`src/rtl/t13_pkg.sv`:
```
package t13_pkg;
  localparam int unsigned LO_W = 5;
  localparam int unsigned HI_W = 8;
  localparam int unsigned CNT_W = LO_W + HI_W;
  localparam int unsigned SPARE_W = 8 - LO_W;

  typedef enum logic [1:0] {
    A_LO   = 2'd0,
    A_HI   = 2'd1,
    A_CTRL = 2'd2,
    A_NONE = 2'd3
  } t13_addr_e;

  typedef struct packed {
    logic       ovf;
    logic       gate_pol;
    logic [1:0] scale;
    logic       sys_clk;
    logic       pin_mode;
    logic       gate_en;
    logic       run;
  } t13_ctrl_t;
endpackage

```
`src/rtl/t13_sync.sv`:
```
module t13_sync #(
  parameter int unsigned WIDTH = 2,
  parameter logic [WIDTH-1:0] RST_VAL = '0
) (
  input  logic             clk_i,
  input  logic             rst_ni,
  input  logic [WIDTH-1:0] d_i,
  output logic [WIDTH-1:0] q_o
);
  logic [WIDTH-1:0] s1_q, s2_q;

  always_ff @(posedge clk_i or negedge rst_ni) begin
    if (!rst_ni) begin
      s1_q <= RST_VAL;
      s2_q <= RST_VAL;
    end else begin
      s1_q <= d_i;
      s2_q <= s1_q;
    end
  end

  assign q_o = s2_q;
endmodule

```
`src/rtl/t13_prescale.sv`:
```
module t13_prescale #(
  parameter int unsigned DIV0 = 12,
  parameter int unsigned DIV1 = 4,
  parameter int unsigned DIV2 = 48,
  parameter int unsigned DIV3 = 8,
  parameter int unsigned PERIOD = 48
) (
  input  logic       clk_i,
  input  logic       rst_ni,
  input  logic [1:0] scale_i,
  output logic       tick_o
);
  localparam int unsigned CW = $clog2(PERIOD);

  function automatic int unsigned div_of(input int unsigned idx);
    case (idx)
      0:       return DIV0;
      1:       return DIV1;
      2:       return DIV2;
      default: return DIV3;
    endcase
  endfunction

  logic [CW-1:0] cnt_q;
  logic [3:0]    tick_vec;

  always_ff @(posedge clk_i or negedge rst_ni) begin
    if (!rst_ni)                         cnt_q <= '0;
    else if (cnt_q == CW'(PERIOD - 1))   cnt_q <= '0;
    else                                 cnt_q <= cnt_q + 1'b1;
  end

  for (genvar i = 0; i < 4; i++) begin : g_div
    localparam int unsigned D = div_of(i);
    assign tick_vec[i] = ((32'(cnt_q) % D) == (D - 1));
  end

  assign tick_o = tick_vec[scale_i];
endmodule

```
`src/rtl/t13_count.sv`:
```
module t13_count
  import t13_pkg::*;
(
  input  logic               clk_i,
  input  logic               rst_ni,
  input  logic               inc_i,
  input  logic               wr_lo_i,
  input  logic               wr_hi_i,
  input  logic [7:0]         wd_i,
  output logic [CNT_W-1:0]   count_o,
  output logic [SPARE_W-1:0] spare_o,
  output logic               wrap_o
);
  logic [LO_W-1:0]    lo_q;
  logic [HI_W-1:0]    hi_q;
  logic [SPARE_W-1:0] spare_q;
  logic               step;

  assign step    = inc_i & ~wr_lo_i & ~wr_hi_i;
  assign count_o = {hi_q, lo_q};
  assign wrap_o  = step & (&count_o);

  always_ff @(posedge clk_i or negedge rst_ni) begin
    if (!rst_ni) begin
      lo_q    <= '0;
      hi_q    <= '0;
      spare_q <= '0;
    end else begin
      if (wr_lo_i) begin
        lo_q    <= wd_i[LO_W-1:0];
        spare_q <= wd_i[7:LO_W];
      end
      if (wr_hi_i) hi_q <= wd_i;
      if (step) {hi_q, lo_q} <= count_o + 1'b1;
    end
  end

  assign spare_o = spare_q;
endmodule

```
`src/rtl/gated_timer13.sv`:
```
module gated_timer13
  import t13_pkg::*;
(
  input  logic             clk_i,
  input  logic             rst_ni,
  input  logic             wr_en_i,
  input  logic [1:0]       wr_addr_i,
  input  logic [7:0]       wr_data_i,
  input  logic [1:0]       rd_addr_i,
  output logic [7:0]       rd_data_o,
  input  logic             cnt_pin_i,
  input  logic             gate_i,
  output logic             ovf_o,
  output logic [CNT_W-1:0] count_o
);
  t13_ctrl_t          ctrl_q;
  logic               run_q;
  logic [SPARE_W-1:0] spare_q;
  logic [1:0]         sync_w;
  logic               pin_s, gate_s, pin_prev_q, pin_fall;
  logic               presc_tick, tick, enable, wrap;
  logic               wr_lo, wr_hi, wr_ctrl;

  assign wr_lo   = wr_en_i && (wr_addr_i == A_LO);
  assign wr_hi   = wr_en_i && (wr_addr_i == A_HI);
  assign wr_ctrl = wr_en_i && (wr_addr_i == A_CTRL);

  // bit0 = count pin (idles high), bit1 = gate
  t13_sync #(.WIDTH(2), .RST_VAL(2'b01)) u_sync (
    .clk_i, .rst_ni, .d_i({gate_i, cnt_pin_i}), .q_o(sync_w)
  );
  assign pin_s  = sync_w[0];
  assign gate_s = sync_w[1];

  always_ff @(posedge clk_i or negedge rst_ni) begin
    if (!rst_ni) pin_prev_q <= 1'b1;
    else         pin_prev_q <= pin_s;
  end
  assign pin_fall = pin_prev_q & ~pin_s;

  t13_prescale u_presc (
    .clk_i, .rst_ni, .scale_i(ctrl_q.scale), .tick_o(presc_tick)
  );

  always_comb begin
    if (ctrl_q.pin_mode)     tick = pin_fall;
    else if (ctrl_q.sys_clk) tick = 1'b1;
    else                     tick = presc_tick;
  end

  assign enable = ctrl_q.run & (~ctrl_q.gate_en | (gate_s ^ ctrl_q.gate_pol));

  t13_count u_count (
    .clk_i, .rst_ni,
    .inc_i(enable & tick), .wr_lo_i(wr_lo), .wr_hi_i(wr_hi), .wd_i(wr_data_i),
    .count_o, .spare_o(spare_q), .wrap_o(wrap)
  );

  always_ff @(posedge clk_i or negedge rst_ni) begin
    if (!rst_ni) ctrl_q <= '0;
    else begin
      if (wr_ctrl) ctrl_q[6:0] <= wr_data_i[6:0];
      // write-0-to-clear; a wrap in the same cycle wins
      ctrl_q.ovf <= wrap | (ctrl_q.ovf & ~(wr_ctrl & ~wr_data_i[7]));
    end
  end

  assign run_q = ctrl_q.run;
  assign ovf_o = ctrl_q.ovf;

  always_comb begin
    case (rd_addr_i)
      A_LO:    rd_data_o = {spare_q, count_o[LO_W-1:0]};
      A_HI:    rd_data_o = count_o[CNT_W-1:LO_W];
      A_CTRL:  rd_data_o = ctrl_q;
      default: rd_data_o = '0;
    endcase
  end
endmodule

```
`config.mk`:
```
export PLATFORM = sky130hd
export DESIGN_NAME = gated_timer13
export DESIGN_NICKNAME = d
export VERILOG_FILES = /design/src/rtl/t13_pkg.sv /design/src/rtl/t13_sync.sv /design/src/rtl/t13_prescale.sv /design/src/rtl/t13_count.sv /design/src/rtl/gated_timer13.sv
export SDC_FILE = /design/constraint.sdc
export NUM_CORES = 1
export LEC_CHECK = 0
export BUFFER_PORTS_ARGS = -buffer_cell sky130_fd_sc_hd__buf_2
export CAP_MARGIN = 20
export CELL_PAD_IN_SITES_DETAIL_PLACEMENT = 0
export CELL_PAD_IN_SITES_GLOBAL_PLACEMENT = 2
export CORE_ASPECT_RATIO = 0.5
export CORE_UTILIZATION = 37
export CTS_CLUSTER_DIAMETER = 50
export DETAILED_ROUTE_END_ITERATION = 12
export GPL_TIMING_DRIVEN = 0
export PLACE_DENSITY = 0.86
export SYNTH_ARGS = -nofsm -noshare
export SYNTH_HDL_FRONTEND = slang
export SYNTH_SLANG_ARGS = --single-unit
```
`constraint.sdc`:
```
create_clock -name clk_i -period 6.8 [get_ports clk_i]
set_input_delay 0.68 -clock clk_i [delete_from_list [all_inputs] [get_ports clk_i]]
set_output_delay 0.68 -clock clk_i [all_outputs]
set_load 0.01 [all_outputs]
```
==> results of run 1 <==
[layout make-up]
| type | count | area (um2) | area share (%) |
|---|---|---|---|
| inverter | 6 | 22.5 | 0.944 |
| clock inverter | 1 | 5.00 | 0.210 |
| clock buffer | 7 | 86.3 | 3.62 |
| sequential | 35 | 880 | 36.9 |
| tap | 70 | 87.6 | 3.67 |
| multi-input combinational | 148 | 1030 | 43.3 |
| buffer | 11 | 86.3 | 3.62 |
| timing repair buffer | 37 | 185 | 7.76 |
[power groups by stage]
| stage | combinational [uW] | clock [uW] | sequential, uW |
|---|---|---|---|
| floorplan | 104 | 0 | 301 |
| global placement | 182 | 0 | 300 |
| detailed placement | 184 | 0 | 301 |
| finish | 183 | 159 | 298 |
| global route | 202 | 173 | 303 |
| CTS | 185 | 164 | 297 |
[sequential cells by signal, indices dropped and copies added, names as in the netlist]
name             flops
ovf_o                1
run_q                1
u_presc.cnt_q        6
ctrl_q               6
u_count.hi_q         8
u_sync.s1_q          2
u_sync.q_o           2
u_count.lo_q         5
pin_prev_q           1
u_count.spare_o      3
[synth_stat cells, drive strengths merged (5+ instances only)]
master,instances
dfrtp,32
nand2,25
o21ai,19
nor2,14
mux2i,9
mux2,8
a21oi,6
buf,6
ha,6
inv,6
xor2,6
nand3,5
nor2b,5
o211ai,5
[stage by stage]
step | total power, uW | setup slack, ns
global placement | 482 | 4.17
finish | 640 | 4.19
global route | 678 | 4.08
detailed placement | 484 | 4.17
floorplan | 406 | 4.53
CTS | 645 | 4.17
[worst max-delay path: stages]
cell and delay [ns]:
clkbuf_1 0.50, nor2b_1 0.10, clkbuf_1 0.24, nand2_1 0.11, o21ai_0 0.13, buf_2 0.17
[kinds of logic after synthesis]
group	after synthesis
AOI/OAI and AO/OA	47
xor gates and xnor gates	10
adders and majority gates	6
buffers and inverters	17
DFF	35
muxes	17
and+or+nand+nor	68
[worst min path at each step]
stage | start | end | cells after the start
global placement | u_sync.s1_q[1]$_DFF_PN0_ | u_sync.q_o[1]$_DFF_PN0_ | 0
finish | u_sync.s1_q[1]$_DFF_PN0_ | u_sync.q_o[1]$_DFF_PN0_ | 0
CTS | u_sync.s1_q[0]$_DFF_PN1_ | u_sync.q_o[0]$_DFF_PN1_ | 0
global route | u_sync.s1_q[0]$_DFF_PN1_ | u_sync.q_o[0]$_DFF_PN1_ | 0
detailed placement | u_sync.s1_q[1]$_DFF_PN0_ | u_sync.q_o[1]$_DFF_PN0_ | 0
floorplan | u_sync.s1_q[1]$_DFF_PN0_ | u_sync.q_o[1]$_DFF_PN0_ | 0
[layer usage]
metal | part of all wire (%) | track usage, %
met5 | 0 | 0
met3 | 4.6 | 5.36
met4 | 1.9 | 7.08
met1 | 50 | 24.2
met2 | 43 | 27.5
==> impl_metrics.yaml, run 1 <==
finish:
  final_common_cell: "buf_2"
  fin_nets: 267
  final_cell_mix: "38 x buf_2, 32 x dfrtp_1, 25 x nand2_1, 17 x o21ai_0, 13 x nor2_1"
  final_core_util_pct: 46.9
  final_cell_area_mm2: 0.00238
  area_growth_pct: 18.0
  instances_no_fill: 315
  fillers: 512
  drive_above_1_share_pct: 28.6
  antenna_cells: 0
clock_tree:
  cts_tree: "done"
  cts-buffers-inserted: 5
  clockBufferDepth: 2
  holdBufCountCts: 0
  cts_sinks: 35
  clock_latency_ns: 0.29
  cts_post_setup_buffers_inserted: 0
  cts_resized: 0
  root_buffer: "clkbuf_8"
  ctsHtreeMaxLevel: 2
  path_clk_slew_ns: 0.07
setup_path:
  worstReg2RegEnd: "u_count.lo_q[2]$_DFFE_PN0P_"
  crit_arrival_ns: 1.93
  cp_max_fo: 9
  end_kind: "primary output"
  rrSetupSlack_ns: 4.29
  worst_setup_path_start_kind: "input pin"
  worstPathRequired_ns: 6.12
  r2r_cells: 10
  r2r_start: "u_presc.cnt_q[4]$_DFF_PN0_"
  path_class: "in -> out"
  crit_end: "rd_data_o[3]"
  worstSetupStartpoint: "rd_addr_i[1]"
yosys:
  synth_top_family_by_area: "simple AND/OR/NAND/NOR gates"
  synthCells: 200
  synth_largest_area_cell: "dfrtp_1"
  synthXorXnorAreaFrac_pct: 4.33
  async_reset_ff_share_pct: 100
  syn_area_per_cell_um2: 10.1
  syn_nets: 223
  synth-compound-area-share_pct: 16.5
  netlist.area_leader.share_pct: 39.6
  yosys_register_bits: 35
  synth-simple-area-share_pct: 17.6
  synth_mux_area_share_pct: 8.92
  synth_area_leaders: "dfrtp_1 40%, nand2_1 4.6%, mux2i_1 4.5%"
  ys_seq_area_share_pct: 43.5
  synth_edf_count: 0
  synth_top_flop_cell: "dfrtp_1"
  syn-cell-area_mm2: 0.00202
  synthAdderAreaFrac_pct: 3.72
  yosys_warnings: 0
  synthDistinctLibCells: 48
detailed_routing:
  drc: 0
  first_pass_iters: 4
  avgRoutedWirePerCell_um: 15.3
  ant_nets: 0
  drt-total-wl_um: 4830
  via_per_inst: 5.21
  drt_iter0_drc: 64
  via_count: 1641
placed_design:
  placed_cells: 307
  port_buffers: 37
  dpl_cell_area_mm2: 0.00229
  dp_hpwl_um: 3530
  gp_congestion: 0.805
timing:
  setup_violations: 0
  max_freq_ghz: 0.383
  tightest_slew_ns: 0.823
  rsz0062_at_grt: "false"
  fin_skew_ns: 0.0115
  min_period_ns: 2.61
  whs_ns: 0.357
  min_period_over_period_pct: 38.4
  relSlewSlack_pct: 45.1
  drv_slew: 0
  setup_tns_ns: 0
  timing.final.hold_violations: 0
grt:
  antenna_found_initial: 0
  grt_max_degree: 36
  grt_pass1_wl_um: 7450
  grt_overflow_total: 0
  grt_pass1_vias: 1513
  grt_usage_pct: 17.9
power_and_ir_drop:
  p_comb_share_pct: 28.6
  ir_drop_uv: 108
  pwr-share-seq_pct: 46.6
  leakagePower_uw: 0.00111
  switching_share_pct: 35.8
  cellPowerDensity_mw_per_mm2: 269
  p_int_uw: 411
  switching_power_uw: 229
  power.share.clock_pct: 24.8
flow_run:
  maxCapViolCount: 0
min_path:
  min_path_type: "reg -> reg"
floorplanning:
  chipWidth_um: 107
  start_util_pct: 39.7
  die_area_mm2: 0.00578
  dieHeight_um: 54.3
  core-area_mm2: 0.00509
  row_count: 18
  pin_count: 39
outcome:
  status: "complete, no violations"
Power figures use the tool's default switching activity.
==> run 2: changes to the inputs <==
--- a/config.mk
+++ b/config.mk
@@ -10,11 +10,11 @@
 export CELL_PAD_IN_SITES_DETAIL_PLACEMENT = 0
 export CELL_PAD_IN_SITES_GLOBAL_PLACEMENT = 2
 export CORE_ASPECT_RATIO = 0.5
-export CORE_UTILIZATION = 37
+export CORE_UTILIZATION = 31
 export CTS_CLUSTER_DIAMETER = 50
 export DETAILED_ROUTE_END_ITERATION = 12
 export GPL_TIMING_DRIVEN = 0
-export PLACE_DENSITY = 0.86
+export PLACE_DENSITY = 0.77
 export SYNTH_ARGS = -nofsm -noshare
 export SYNTH_HDL_FRONTEND = slang
 export SYNTH_SLANG_ARGS = --single-unit
==> constraint.sdc (replaced) <==
create_clock -name clk_i -period 2.3 [get_ports clk_i]
set_input_delay 0.23 -clock clk_i [delete_from_list [all_inputs] [get_ports clk_i]]
set_output_delay 0.23 -clock clk_i [all_outputs]
set_load 0.01 [all_outputs]
==> impl_metrics.yaml, run 2 (same netlist as run 1, synthesis figures left out) <==
outcome:
  status: "complete, no violations"
detailed_routing:
  via_per_inst: 4.85
  via_count: 1659
  ant_nets: 0
  drt_iter0_drc: 49
  first_pass_iters: 4
  avgRoutedWirePerCell_um: 15.5
  drt-total-wl_um: 5310
  drc: 0
timing:
  timing.final.hold_violations: 0
  min_period_over_period_pct: 97.0
  drv_slew: 0
  setup_violations: 0
  min_period_ns: 2.23
  tightest_slew_ns: 0.817
  setup_tns_ns: 0
  fin_skew_ns: 0.00333
  rsz0062_at_grt: "true"
  relSlewSlack_pct: 45.5
  max_freq_ghz: 0.448
clock_tree:
  ctsHtreeMaxLevel: 2
  cts-buffers-inserted: 5
  path_clk_slew_ns: 0.05
  clock_latency_ns: 0.28
  clockBufferDepth: 2
  root_buffer: "clkbuf_16"
  cts_sinks: 35
  cts_tree: "done"
placed_design:
  dpl_cell_area_mm2: 0.00232
  port_buffers: 37
  placed_cells: 325
  gp_congestion: 0.739
  dp_hpwl_um: 3690
finish:
  instances_no_fill: 342
  antenna_cells: 0
  max_flop_register: "u_count.hi_q"
  largest_reg_flops: 8
  drive_above_1_share_pct: 33.1
  final_cell_mix: "39 x buf_2, 32 x dfrtp_1, 25 x nand2_1, 17 x o21ai_0, 13 x nor2_1"
  final_core_util_pct: 41.8
  reg_top3: "u_count.hi_q (8), ctrl_q (6), u_presc.cnt_q (6)"
  fin_nets: 276
  final_common_cell: "buf_2"
  final_cell_area_mm2: 0.00258
  area_growth_pct: 27.9
floorplanning:
  pin_count: 39
  chipWidth_um: 116
  die_area_mm2: 0.00687
  row_count: 20
  core-area_mm2: 0.00618
  dieHeight_um: 59.1
  start_util_pct: 32.7
setup_path:
  worst_setup_path_start_kind: "flip-flop"
  path_cells: "ha_4, ha_2, a311o_1, a311o_1, buf_6, o21ai_4, mux2i_1, a21oi_1"
  crit_arrival_ns: 2.40
  r2r_start: "u_presc.cnt_q[1]$_DFF_PN0_"
  rrSetupSlack_ns: 0.07
  crit_top_cell: "a311o_1"
  r2r_cells: 8
  worstReg2RegEnd: "u_count.lo_q[2]$_DFFE_PN0P_"
  path_class: "reg -> reg"
  end_kind: "flip-flop"
  crit_path_max_incr_delay_ns: 0.42
  cp_max_fo: 5
  worstPathRequired_ns: 2.46
  critPathSlowestCell: "dfrtp_1"
power_and_ir_drop:
  leakagePower_uw: 0.00118
  ir_drop_uv: 321
  cellPowerDensity_mw_per_mm2: 831
grt:
  grt_pass1_vias: 1593
  grt_overflow_total: 0
  grt_pass1_wl_um: 8420
  grt_max_degree: 36
  antenna_found_initial: 0
  grt_usage_pct: 17.0
min_path:
  min_path_type: "in -> async"
flow_run:
  maxCapViolCount: 0
==> run 2: changes by cell type in the layout (fill, tap and decap cells not counted), moves of 2 or more <==
cell	before	now
buf_4	2	9
clkbuf_16	0	5
clkbuf_8	6	1
ha_1	6	3
ha_4	0	2
==> run 2: cell type report <==
class	count	area, um2
Buffer	11	82.6
Clock buffer	7	143
Clock inverter	1	5.00
Fill cell	616	3600
Inverter	6	22.5
Multi-Input combinational cell	148	1070
Sequential cell	35	880
Tap cell	88	110
Timing Repair Buffer	46	269
==> run 2: worst max path at each step <==
stage | slack [ns] | startpoint | end
final | 0.07 | u_presc.cnt_q[1]$_DFF_PN0_ | u_count.lo_q[2]$_DFFE_PN0P_
after global routing | -0.02 | u_presc.cnt_q[1]$_DFF_PN0_ | u_count.lo_q[0]$_DFFE_PN0P_
after CTS | 0.06 | u_presc.cnt_q[0]$_DFF_PN0_ | u_count.lo_q[2]$_DFFE_PN0P_
after detailed placement | -0.20 | u_presc.cnt_q[4]$_DFF_PN0_ | u_count.lo_q[2]$_DFFE_PN0P_
after global placement | -0.16 | u_presc.cnt_q[4]$_DFF_PN0_ | u_count.lo_q[2]$_DFFE_PN0P_
after floorplan | 0.03 | u_presc.cnt_q[4]$_DFF_PN0_ | u_count.lo_q[2]$_DFFE_PN0P_
==> run 2: per-layer routing <==
metal / global-route usage (%) / wire length (um)
met1: 23.7 / 2670
met2: 26.0 / 2410
met3: 3.37 / 166
met4: 6.59 / 58
met5: 0 / 0
==> run 2: what timing repair did <==
item,4_1_cts,5_1_grt
endpoints found under the setup margin,14,7
setup buffers,6,2
gates cloned,1,0
hold endpoints to repair,0,0
gates resized for setup,9,2
pin swaps,5,5
hold buffers,0,0
==> run 2: power breakdown <==
part | total [uW] | internal [uW] | leakage (uW) | switching [uW]
clock network | 684 | 429 | 0.0000739 | 255
registers | 885 | 731 | 0.000417 | 154
logic | 579 | 273 | 0.000684 | 306
==> run 2: worst max-delay path, delay by kind of cell, from the launching register on <==
family | cells | cell delay, ns
DFF | 1 | 0.42
adders and majority gates | 2 | 0.35
buffers and inverters | 1 | 0.16
muxes | 1 | 0.22
AOI/OAI and AO/OA | 4 | 0.95
==> run 2: metrics by stage <==
stage               setup WS [ns]  total power [uW]  hold slack [ns]
floorplan                  0.0275              1200          -0.0656
global placement           -0.164              1430            0.335
detailed placement         -0.198              1440            0.336
CTS                        0.0594              2170           0.0444
global route              -0.0226              2280           0.0430
finish                     0.0688              2150           0.0430
